$ cat src/rtl/cfg_nvm_pkg.sv
package cfg_nvm_pkg;
  typedef enum logic [1:0] {
    OP_START = 2'd0,
    OP_STOP  = 2'd1,
    OP_WRITE = 2'd2,
    OP_READ  = 2'd3
  } i2c_op_e;

  typedef enum logic [1:0] {
    TK_READ,
    TK_WRITE,
    TK_POLL
  } xfer_e;

  typedef enum logic [2:0] {
    SRC_NONE,
    SRC_DEVW,
    SRC_DEVR,
    SRC_WORD,
    SRC_DATA
  } wsrc_e;

  typedef enum logic [2:0] {
    S_IDLE,
    S_RAM0,
    S_RAM1,
    S_RAM2,
    S_ISSUE,
    S_WAIT,
    S_POST,
    S_FIN
  } fsm_e;

  localparam logic [7:0] CRC_POLY = 8'h07;
endpackage

$ cat src/rtl/cfg_crc8.sv
module cfg_crc8
  import cfg_nvm_pkg::*;
(
  input  logic       clk,
  input  logic       rst,
  input  logic       clr,
  input  logic       en,
  input  logic [7:0] din,
  output logic [7:0] crc
);
  // one byte per cycle, unrolled shift stages, MSB first
  logic [7:0] stg [0:8];
  assign stg[0] = crc ^ din;

  for (genvar g = 0; g < 8; g++) begin : g_bit
    assign stg[g+1] = stg[g][7] ? ({stg[g][6:0], 1'b0} ^ CRC_POLY)
                                : {stg[g][6:0], 1'b0};
  end

  always_ff @(posedge clk) begin
    if (rst || clr) crc <= 8'h00;
    else if (en)    crc <= stg[8];
  end


  crc_clear_chk: assert property (@(posedge clk) disable iff (rst)
    clr |=> (crc == 8'h00));
endmodule

$ cat src/rtl/cfg_ee_addr.sv
module cfg_ee_addr #(
  parameter int NB = 4,
  parameter int BB = 32,
  parameter int EE_BASE = 224,
  parameter logic [6:0] DEV_BASE = 7'h50,
  localparam int BKW = (NB > 1) ? $clog2(NB) : 1,
  localparam int IXW = $clog2(BB + 1),
  localparam int RAW = $clog2(NB * BB)
) (
  input  logic [BKW-1:0] bank,
  input  logic [IXW-1:0] idx,
  output logic [10:0]    ee_addr,
  output logic [7:0]     dev_wr,
  output logic [7:0]     dev_rd,
  output logic [7:0]     word,
  output logic [RAW-1:0] ram_addr
);
  localparam int STRIDE = BB + 1;

  assign ee_addr  = 11'(32'(EE_BASE) + 32'(bank) * 32'(STRIDE) + 32'(idx));
  assign dev_wr   = {DEV_BASE[6:3], ee_addr[10:8], 1'b0};
  assign dev_rd   = {DEV_BASE[6:3], ee_addr[10:8], 1'b1};
  assign word     = ee_addr[7:0];
  assign ram_addr = RAW'(32'(bank) * 32'(BB) + 32'(idx));
endmodule

$ cat src/rtl/cfg_nvm_loader.sv
module cfg_nvm_loader
  import cfg_nvm_pkg::*;
#(
  parameter int NB = 4,
  parameter int BB = 32,
  parameter int EE_BASE = 224,
  parameter logic [6:0] DEV_BASE = 7'h50,
  parameter int POLL_MAX = 64,
  localparam int RAW = $clog2(NB * BB)
) (
  input  logic           clk,
  input  logic           rst,
  input  logic           load_req,
  input  logic           store_req,
  output logic           busy,
  output logic           done,
  output logic           cfg_fault,
  output logic [NB-1:0]  bank_valid,
  output logic           ram_we,
  output logic [RAW-1:0] ram_addr,
  output logic [7:0]     ram_wdata,
  input  logic [7:0]     ram_rdata,
  output logic           i2c_req,
  output logic [1:0]     i2c_op,
  output logic [7:0]     i2c_wbyte,
  input  logic           i2c_done,
  input  logic           i2c_ack,
  input  logic [7:0]     i2c_rbyte
);
  localparam int BKW = (NB > 1) ? $clog2(NB) : 1;
  localparam int IXW = $clog2(BB + 1);
  localparam int PCW = $clog2(POLL_MAX + 1);
  localparam logic [IXW-1:0] IDX_CRC = IXW'(BB);
  localparam logic [BKW-1:0] BANK_LAST = BKW'(NB - 1);

  fsm_e            state_q;
  xfer_e           kind_q;
  logic [2:0]      step_q;
  logic            mode_store_q;
  logic [BKW-1:0]  bank_q;
  logic [IXW-1:0]  idx_q;
  logic [7:0]      rbyte_q, wbyte_q;
  logic            abort_q, poll_ack_q;
  logic [PCW-1:0]  poll_cnt_q;
  logic            busy_q, done_q, fault_q;
  logic [NB-1:0]   valid_q;
  logic            ram_we_q;
  logic [RAW-1:0]  ram_addr_q;
  logic [7:0]      ram_wdata_q;
  logic            req_q;
  i2c_op_e         op_q;
  logic [7:0]      wb_q;

  // address formatting
  logic [10:0]    ee_addr;
  logic [7:0]     dev_wr, dev_rd, word;
  logic [RAW-1:0] ram_a;

  cfg_ee_addr #(
    .NB(NB), .BB(BB), .EE_BASE(EE_BASE), .DEV_BASE(DEV_BASE)
  ) u_addr (
    .bank(bank_q), .idx(idx_q), .ee_addr(ee_addr),
    .dev_wr(dev_wr), .dev_rd(dev_rd), .word(word), .ram_addr(ram_a)
  );

  // check-byte accumulator
  logic       crc_clr, crc_en;
  logic [7:0] crc_din, crc_val;
  logic       bank_done;

  cfg_crc8 u_crc (
    .clk(clk), .rst(rst), .clr(crc_clr), .en(crc_en), .din(crc_din), .crc(crc_val)
  );

  wire accept    = (state_q == S_IDLE) && (load_req || store_req);
  wire bank_last = (bank_q == BANK_LAST);
  wire crc_ok    = (crc_val == rbyte_q);
  wire [IXW-1:0] idx_nx = idx_q + 1'b1;

  assign bank_done = (state_q == S_POST) && (idx_q == IDX_CRC) &&
                     (!mode_store_q || (kind_q == TK_POLL && poll_ack_q));
  assign crc_clr = accept || bank_done;
  assign crc_en  = (state_q == S_RAM2) ||
                   ((state_q == S_POST) && !mode_store_q && (idx_q != IDX_CRC));
  assign crc_din = mode_store_q ? ram_rdata : rbyte_q;

  // operation sequence per transfer kind
  i2c_op_e cur_op;
  wsrc_e   cur_src;
  logic    cur_last;

  always_comb begin
    cur_op   = OP_STOP;
    cur_src  = SRC_NONE;
    cur_last = 1'b0;
    unique case (kind_q)
      TK_READ: begin
        case (step_q)
          3'd0: cur_op = OP_START;
          3'd1: begin cur_op = OP_WRITE; cur_src = SRC_DEVW; end
          3'd2: begin cur_op = OP_WRITE; cur_src = SRC_WORD; end
          3'd3: cur_op = OP_START;
          3'd4: begin cur_op = OP_WRITE; cur_src = SRC_DEVR; end
          3'd5: cur_op = OP_READ;
          default: begin cur_op = OP_STOP; cur_last = 1'b1; end
        endcase
      end
      TK_WRITE: begin
        case (step_q)
          3'd0: cur_op = OP_START;
          3'd1: begin cur_op = OP_WRITE; cur_src = SRC_DEVW; end
          3'd2: begin cur_op = OP_WRITE; cur_src = SRC_WORD; end
          3'd3: begin cur_op = OP_WRITE; cur_src = SRC_DATA; end
          default: begin cur_op = OP_STOP; cur_last = 1'b1; end
        endcase
      end
      default: begin
        case (step_q)
          3'd0: cur_op = OP_START;
          3'd1: begin cur_op = OP_WRITE; cur_src = SRC_DEVW; end
          default: begin cur_op = OP_STOP; cur_last = 1'b1; end
        endcase
      end
    endcase
  end

  logic [7:0] tx_byte;
  always_comb begin
    unique case (cur_src)
      SRC_DEVW: tx_byte = dev_wr;
      SRC_DEVR: tx_byte = dev_rd;
      SRC_WORD: tx_byte = word;
      SRC_DATA: tx_byte = wbyte_q;
      default:  tx_byte = 8'h00;
    endcase
  end

  always_ff @(posedge clk) begin
    if (rst) begin
      state_q      <= S_IDLE;
      kind_q       <= TK_READ;
      step_q       <= '0;
      mode_store_q <= 1'b0;
      bank_q       <= '0;
      idx_q        <= '0;
      rbyte_q      <= '0;
      wbyte_q      <= '0;
      abort_q      <= 1'b0;
      poll_ack_q   <= 1'b0;
      poll_cnt_q   <= '0;
      busy_q       <= 1'b0;
      done_q       <= 1'b0;
      fault_q      <= 1'b0;
      valid_q      <= '0;
      ram_we_q     <= 1'b0;
      ram_addr_q   <= '0;
      ram_wdata_q  <= '0;
      req_q        <= 1'b0;
      op_q         <= OP_START;
      wb_q         <= '0;
    end else begin
      done_q   <= 1'b0;
      ram_we_q <= 1'b0;
      req_q    <= 1'b0;
      unique case (state_q)
        S_IDLE: begin
          if (accept) begin
            busy_q       <= 1'b1;
            fault_q      <= 1'b0;
            mode_store_q <= !load_req;
            bank_q       <= '0;
            idx_q        <= '0;
            abort_q      <= 1'b0;
            step_q       <= '0;
            if (load_req) begin
              valid_q <= '0;
              kind_q  <= TK_READ;
              state_q <= S_ISSUE;
            end else begin
              state_q <= S_RAM0;
            end
          end
        end
        S_RAM0: begin
          ram_addr_q <= ram_a;
          state_q    <= S_RAM1;
        end
        S_RAM1: state_q <= S_RAM2;
        S_RAM2: begin
          wbyte_q <= ram_rdata;
          kind_q  <= TK_WRITE;
          step_q  <= '0;
          state_q <= S_ISSUE;
        end
        S_ISSUE: begin
          req_q   <= 1'b1;
          op_q    <= abort_q ? OP_STOP : cur_op;
          wb_q    <= tx_byte;
          state_q <= S_WAIT;
        end
        S_WAIT: begin
          if (i2c_done) begin
            if (op_q == OP_READ) rbyte_q <= i2c_rbyte;
            if (op_q == OP_WRITE && kind_q == TK_POLL) poll_ack_q <= i2c_ack;
            if (op_q == OP_WRITE && kind_q != TK_POLL && !i2c_ack) begin
              abort_q <= 1'b1;
              fault_q <= 1'b1;
              state_q <= S_ISSUE;
            end else if (abort_q) begin
              state_q <= S_FIN;
            end else if (cur_last) begin
              state_q <= S_POST;
            end else begin
              step_q  <= step_q + 3'd1;
              state_q <= S_ISSUE;
            end
          end
        end
        S_POST: begin
          step_q <= '0;
          if (!mode_store_q) begin
            if (idx_q != IDX_CRC) begin
              ram_we_q    <= 1'b1;
              ram_addr_q  <= ram_a;
              ram_wdata_q <= rbyte_q;
              idx_q       <= idx_nx;
              state_q     <= S_ISSUE;
            end else begin
              valid_q[bank_q] <= crc_ok;
              if (!crc_ok) fault_q <= 1'b1;
              idx_q <= '0;
              if (bank_last) state_q <= S_FIN;
              else begin
                bank_q  <= bank_q + 1'b1;
                state_q <= S_ISSUE;
              end
            end
          end else if (kind_q == TK_WRITE) begin
            kind_q     <= TK_POLL;
            poll_cnt_q <= '0;
            state_q    <= S_ISSUE;
          end else if (poll_ack_q) begin
            poll_cnt_q <= '0;
            if (idx_q == IDX_CRC) begin
              idx_q <= '0;
              if (bank_last) state_q <= S_FIN;
              else begin
                bank_q  <= bank_q + 1'b1;
                state_q <= S_RAM0;
              end
            end else begin
              idx_q <= idx_nx;
              if (idx_nx == IDX_CRC) begin
                wbyte_q <= crc_val;
                kind_q  <= TK_WRITE;
                state_q <= S_ISSUE;
              end else begin
                state_q <= S_RAM0;
              end
            end
          end else if (poll_cnt_q == PCW'(POLL_MAX - 1)) begin
            fault_q <= 1'b1;
            state_q <= S_FIN;
          end else begin
            poll_cnt_q <= poll_cnt_q + 1'b1;
            state_q    <= S_ISSUE;
          end
        end
        S_FIN: begin
          busy_q  <= 1'b0;
          done_q  <= 1'b1;
          state_q <= S_IDLE;
        end
        default: state_q <= S_IDLE;
      endcase
    end
  end

  assign busy       = busy_q;
  assign done       = done_q;
  assign cfg_fault  = fault_q;
  assign bank_valid = valid_q;
  assign ram_we     = ram_we_q;
  assign ram_addr   = ram_addr_q;
  assign ram_wdata  = ram_wdata_q;
  assign i2c_req    = req_q;
  assign i2c_op     = op_q;
  assign i2c_wbyte  = wb_q;

  // outstanding-operation tracker for the handshake checks
  logic pend_q;
  always_ff @(posedge clk) begin
    if (rst)           pend_q <= 1'b0;
    else if (i2c_req)  pend_q <= 1'b1;
    else if (i2c_done) pend_q <= 1'b0;
  end


  req_single_chk: assert property (@(posedge clk) disable iff (rst)
    i2c_req |=> !i2c_req);

  req_pending_chk: assert property (@(posedge clk) disable iff (rst)
    i2c_req |-> !pend_q);

  done_pulse_chk: assert property (@(posedge clk) disable iff (rst)
    done |=> !done);

  done_idle_chk: assert property (@(posedge clk) disable iff (rst)
    done |-> !busy);

  ram_we_busy_chk: assert property (@(posedge clk) disable iff (rst)
    ram_we |-> busy);

  valid_hold_chk: assert property (@(posedge clk) disable iff (rst)
    (!busy && !load_req) |=> $stable(bank_valid));

  poll_bound_chk: assert property (@(posedge clk) disable iff (rst)
    poll_cnt_q < PCW'(POLL_MAX));
endmodule

$ cat config.mk
export PLATFORM = sky130hd
export DESIGN_NAME = cfg_nvm_loader
export DESIGN_NICKNAME = d
export VERILOG_FILES = /design/src/rtl/cfg_nvm_pkg.sv /design/src/rtl/cfg_crc8.sv /design/src/rtl/cfg_ee_addr.sv /design/src/rtl/cfg_nvm_loader.sv
export SDC_FILE = /design/constraint.sdc
export NUM_CORES = 1
export LEC_CHECK = 0
export CORE_UTILIZATION = 50
export CTS_CLUSTER_SIZE = 8
export DETAILED_ROUTE_END_ITERATION = 8
export PLACE_DENSITY_LB_ADDON = 0.12
export REMOVE_ABC_BUFFERS = 1
export SLEW_MARGIN = 20
export SYNTH_ARGS = -nofsm -noshare
export SYNTH_HDL_FRONTEND = slang
export SYNTH_HIERARCHICAL = 1
export SYNTH_SLANG_ARGS = --single-unit
$ cat constraint.sdc
create_clock -name clk -period 3.8 [get_ports clk]
set_clock_uncertainty 0.1 [all_clocks]
set_input_delay 0.76 -clock clk [delete_from_list [all_inputs] [get_ports clk]]
set_output_delay 0.76 -clock clk [all_outputs]
set_load 0.02 [all_outputs]
# Yosys cells after proc, flatten, opt, wreduce, memory -nomap -nowiden
# Cells that the tools add are included.
[totals]
ff_bits = 84
out_inout_bits = 34
[op_classes]
mul = 1
bitwise = 11
muxes = 104
eq_ne = 53
magnitude_cmp = 2
reduce_logical = 53
add_sub_neg = 7
[ops]
columns = ["op", "count"]
rows = [
  ["two-way mux 3 bit", 22],
  ["two-way mux 8 bit", 6],
  ["two-way mux 2 bit", 21],
  ["two-way mux 6 bit", 6],
  ["two-way mux 7 bit", 5],
  ["one-hot mux 8 bit (4 select lines)", 1],
  ["!= test 2 bit, second input constant", 14],
  ["NOT 3 bit", 8],
  ["one-hot mux 3 bit (8 select lines)", 1],
  ["equality test 3 bit, second input constant", 7],
  ["!= test 3 bit, second input constant", 7],
  ["equality test 3 x 2 -> 1 bit, second input constant", 6],
  ["two-way mux 1 bit", 18],
  ["one-hot mux 2 bit (3 select lines)", 3],
  ["one-hot mux 3 bit (3 select lines)", 2],
  ["AND reduction 6 bit", 3],
  ["two-way mux 4 bit", 4],
  ["one-hot mux 2 bit (2 select lines)", 4],
  ["one-hot mux 8 bit (2 select lines)", 1],
  ["AND reduction 3 bit", 5],
  ["one-hot mux 7 bit (2 select lines)", 1],
  ["equality test 6 bit, second input constant", 2],
  ["one-hot mux 6 bit (2 select lines)", 1],
  ["adder 11 x 6 -> 11 bit", 1],
  ["other kinds (42)", 82],
]

# Longest topological paths before layout
[depth]
depth_word = 18
ltp_mapped = 11
mapped_depth_nobuf = 10

# Modules after synthesis
# Netlist, hierarchy kept.
[by_module_without_submodules]
columns = ["module", "n_inst", "area_per_inst_um2", "cells_per_inst", "seq_area_each_um2"]
rows = [
  ["cfg_nvm_loader", 1, 4191.5, 498, 1521.5],
  ["cfg_crc8", 1, 598.1, 60, 160.2],
  ["cfg_ee_addr", 1, 533.0, 64, 0.0],
]

# Least setup slack after synthesis
# Ideal clock, no wire load.
[synth_path]
kind = "register to register"
from = "reg bank_q[1]"
to = "reg wb_q[1] (netlist: i2c_wbyte[1])"
n_path_buf = 1
stages_incl_launch_ff = 12
t_arrival_ps = 2715
setup_time_ps = 133
synth_period_minus_slack_ps = 2947
slack_ps = 853
path_cell_list = "dfxtp_1 > ha_1 > ha_1 > ha_1 > fa_1 > a41o_1 > a21oi_2 > xnor2_1 > buf_4 > mux2_2 > a222oi_1 > o21ai_0"
[synth_via]
elab_chain_cells = 4
[synth_rtl]
columns = ["element", "line_no", "source"]
rows = [
  ["start, declared", "cfg_nvm_loader.sv:40", "logic [BKW-1:0] bank_q;"],
  ["start signal, assigned", "cfg_nvm_loader.sv:234", "bank_q <= bank_q + 1'b1;"],
  ["start signal, assigned", "cfg_nvm_loader.sv:248", "bank_q <= bank_q + 1'b1;"],
  ["multiplier 2 x 6 -> 8 bit", "cfg_ee_addr.sv:20", "assign ee_addr = 11'(32'(EE_BASE) + 32'(bank) * 32'(STRIDE) + 32'(idx));"],
  ["adder 8 x 8 -> 9 bit", "cfg_ee_addr.sv:20", ""],
  ["adder 11 x 6 -> 11 bit", "cfg_ee_addr.sv:20", ""],
  ["named net dev_rd[1]", "cfg_nvm_loader.sv:56", "logic [7:0] dev_wr, dev_rd, word;"],
  ["one-hot mux 8 bit (4 select lines)", "cfg_nvm_loader.sv:129", "unique case (cur_src)"],
  ["end signal, assigned", "cfg_nvm_loader.sv:198", "wb_q <= tx_byte;"],
  ["end, declared", "cfg_nvm_loader.sv:52", "logic [7:0] wb_q;"],
]
# The timed path passes the listed nets, and every way through them passes these cells.
# A chain may end at the register's enable or synchronous reset.

# Worst setup path in the final report
# Ends and elaborated chain as after synthesis.

==> summary.md <==
| Metric | Value |
|---|---|
| Peak VDD IR | `214.6 uV` |
| CTS Buf Count | `9` |
| Total die area | `approximately 0.011 mm^2` |
| R2r startpoint | `bank_q[1]` |
| Cells after synthesis | `~620` |
| Clock sinks | `84` |
| DR iter-0 viols | `about 380` |
| HP Class | `reg -> reg` |
| Initial Util | `about half` |
| Fin crit period | `~3000 ps` |
| Ports | `56` |
| Drt total wl | `12,850 um` |
| Setup TNS | `0 ps` |
| Syn. warnings | `6` |
| Critical Path Source | `bank_q[1]` |
| Setup-failing EPs final | `0` |
| Final instance area | `0.005964 mm^2` |
| Worst Tran Pin Value | `851.9 ps` |
| Vias in the first global route | `4,262` |
| Global route total overflow | `0` |
| Number of antenna-violating nets in the routed design | `0` |
| Post-CTS sizing | `0` |
| Startpoint Class | `flip-flop` |
| Worst setup path endpoint | `i2c_wbyte[1]` |
| Crit-path max FO | `7` |
| Port buffer count | `55` |
| Clock-pin slew on the worst setup and hold paths | `90 ps` |
| H-tree Lvls | `3` |
| Critical Path Sink Type | `flip-flop` |
| Critical Path RT | `3930 ps` |
| TritonCTS clock tree | `built` |
| Core footprint | `0.01028 mm^2` |
| Max-Cap Viols | `0` |
| Crit path DAT | `3170 ps` |
| Largest net degree at the start of global routing | `32` |
| Initial antenna violation count | `0` |
| Post-Syn Area per Cell | `8.562 um^2` |
| Routed len/inst | `16.31 um` |
| Total power | `0.002656 W` |
| All-layer global routing usage | `24.20%` |
| Final RePlAce weighted congestion | `0.9147` |
| HPWL Detailed | `9555 um` |
| Worst slew margin relative to its limit | `43.02%` |
| Worst skew pair latency | `370 ps` |
| Via density | `about 5.7` |
| RR Endpoint | `i2c_wbyte[1]` |
| Area Overhead vs Synth | `12.54%` |
| Mapped Area | `~0.0053 mm^2` |
| RSZ-0062 raised after global routing | `no` |
| First-pass detailed-route iteration total | `6` |
| # nets final | `693` |
| DR DRC count | `0` |
| Die W | `~100 um` |
| Cts hold-fix bufs | `0` |
| Leakage power | `2.370 nW` |
| Reg2Reg Depth | `10` |
| Reg2reg setup slack | `760 ps` |
| First-pass GRT wire length | `around 21,000 um` |
| # diodes | `0` |
| Critical path class | `reg -> reg` |
| Root Buffer | `clkbuf_8` |
| FMAX | `328.8 MHz` |
| Period Utilization, post-route | `80.05%` |
| Status | `completed` |
| DR vias | `between 4,000 and 5,000` |
| Slew Viols, Final | `0` |
| Placed Area | `0.005767 mm^2` |
| Die Y | `105.0 um` |
| # rows | `37` |
| Final hold violations | `0` |
| Share of cells above drive strength 1 | `a little over a tenth` |
| Post-CTS setup buffer count | `0` |
| PD cells | `445.2 mW/mm^2` |
| Max clock buf depth | `2` |
## cell usage in the layout (no fill, tap or decap), drive strengths merged, types with 3 or more instances in the layout
cell type / count
dfxtp: 84
nand2: 67
nor2: 66
clkdlybuf4s50: 54
a21oi: 45
xnor2: 29
o21ai: 26
ha: 23
mux2i: 22
inv: 19
mux2: 16
nand4: 12
conb: 12
nor3: 11
a311oi: 10
nand3: 9
clkbuf: 9
nand2b: 8
buf: 8
xor2: 7
a31o: 7
a211oi: 6
and3: 6
a21o: 5
o21a: 5
a31oi: 5
a222oi: 5
nor3b: 5
and2: 5
xnor3: 5
nand3b: 4
or3: 4
nor2b: 4
o21bai: 3
or2: 3
nand4b: 3
a221oi: 3
clkinv: 3
## where the power goes
part	switching (W)	internal, W	total [W]
Combinational	0.000524	0.000413	0.000937
Clock	0.000353	0.000307	0.000661
Sequential	0.000117	0.000941	0.00106
## flip-flops by register name (all words and copies together), names as in the netlist, 3 cells and up
register and flops:
bank_valid 4, i2c_wbyte 8, idx_q 6, poll_cnt_q 7, ram_addr 7, ram_wdata 8
rbyte_q 8, state_q 3, step_q 3, u_crc/crc 8, wbyte_q 8
## layout make-up
type / count / area [um^2]
fillers: 953 / 4313
multi-input cells: 473 / 3253
flip-flops and latches: 84 / 1682
repair buffers: 62 / 598.1
well taps: 136 / 170.2
clock buffers: 9 / 123.9
clock inverters: 7 / 73.82
inverters: 17 / 63.81
## stage by stage
step | std cells | utilization (%) | hold WS (ps) | worst slack [ps]
after floorplan | 574 | - | 309.0 | 992.9
after global placement | 772 | 56.11 | 318.1 | 868.9
after detailed placement | 772 | 56.11 | 318.4 | 789.2
after CTS | 788 | 58.04 | 331.9 | 786.4
after global routing | 788 | 58.04 | 375.3 | 572.3
final | 788 | 58.04 | 335.0 | 758.3
## worst min-delay path by stage
stage | startpoint | endpoint | slack [ps] | cells after the start
floorplan | poll_cnt_q[6] | poll_cnt_q[6] | 310 | 2
global placement | poll_cnt_q[6] | poll_cnt_q[6] | 320 | 2
detailed placement | poll_cnt_q[6] | poll_cnt_q[6] | 320 | 2
CTS | poll_cnt_q[6] | poll_cnt_q[6] | 330 | 2
global route | poll_cnt_q[6] | poll_cnt_q[6] | 380 | 2
finish | poll_cnt_q[6] | poll_cnt_q[6] | 330 | 2
## critical path: stages (launching register included)
cell,delay [ps]
dfxtp_1,500
ha_1,290
ha_1,200
ha_1,210
fa_1,430
a41o_1,270
a21oi_2,150
xnor2_1,90
mux2_2,270
a222oi_1,290
o21ai_0,110
## routing by layer
metal | GRT usage [%] | vias to the layer above | wire [um]
li1 | - | 2229 | -
met1 | 31.23 | 2064 | 5771
met2 | 40.68 | 167 | 6119
met3 | 5.115 | 17 | 835
met4 | 6.841 | 0 | 127
met5 | 0 | - | 0
Power figures use the tool's default switching activity.
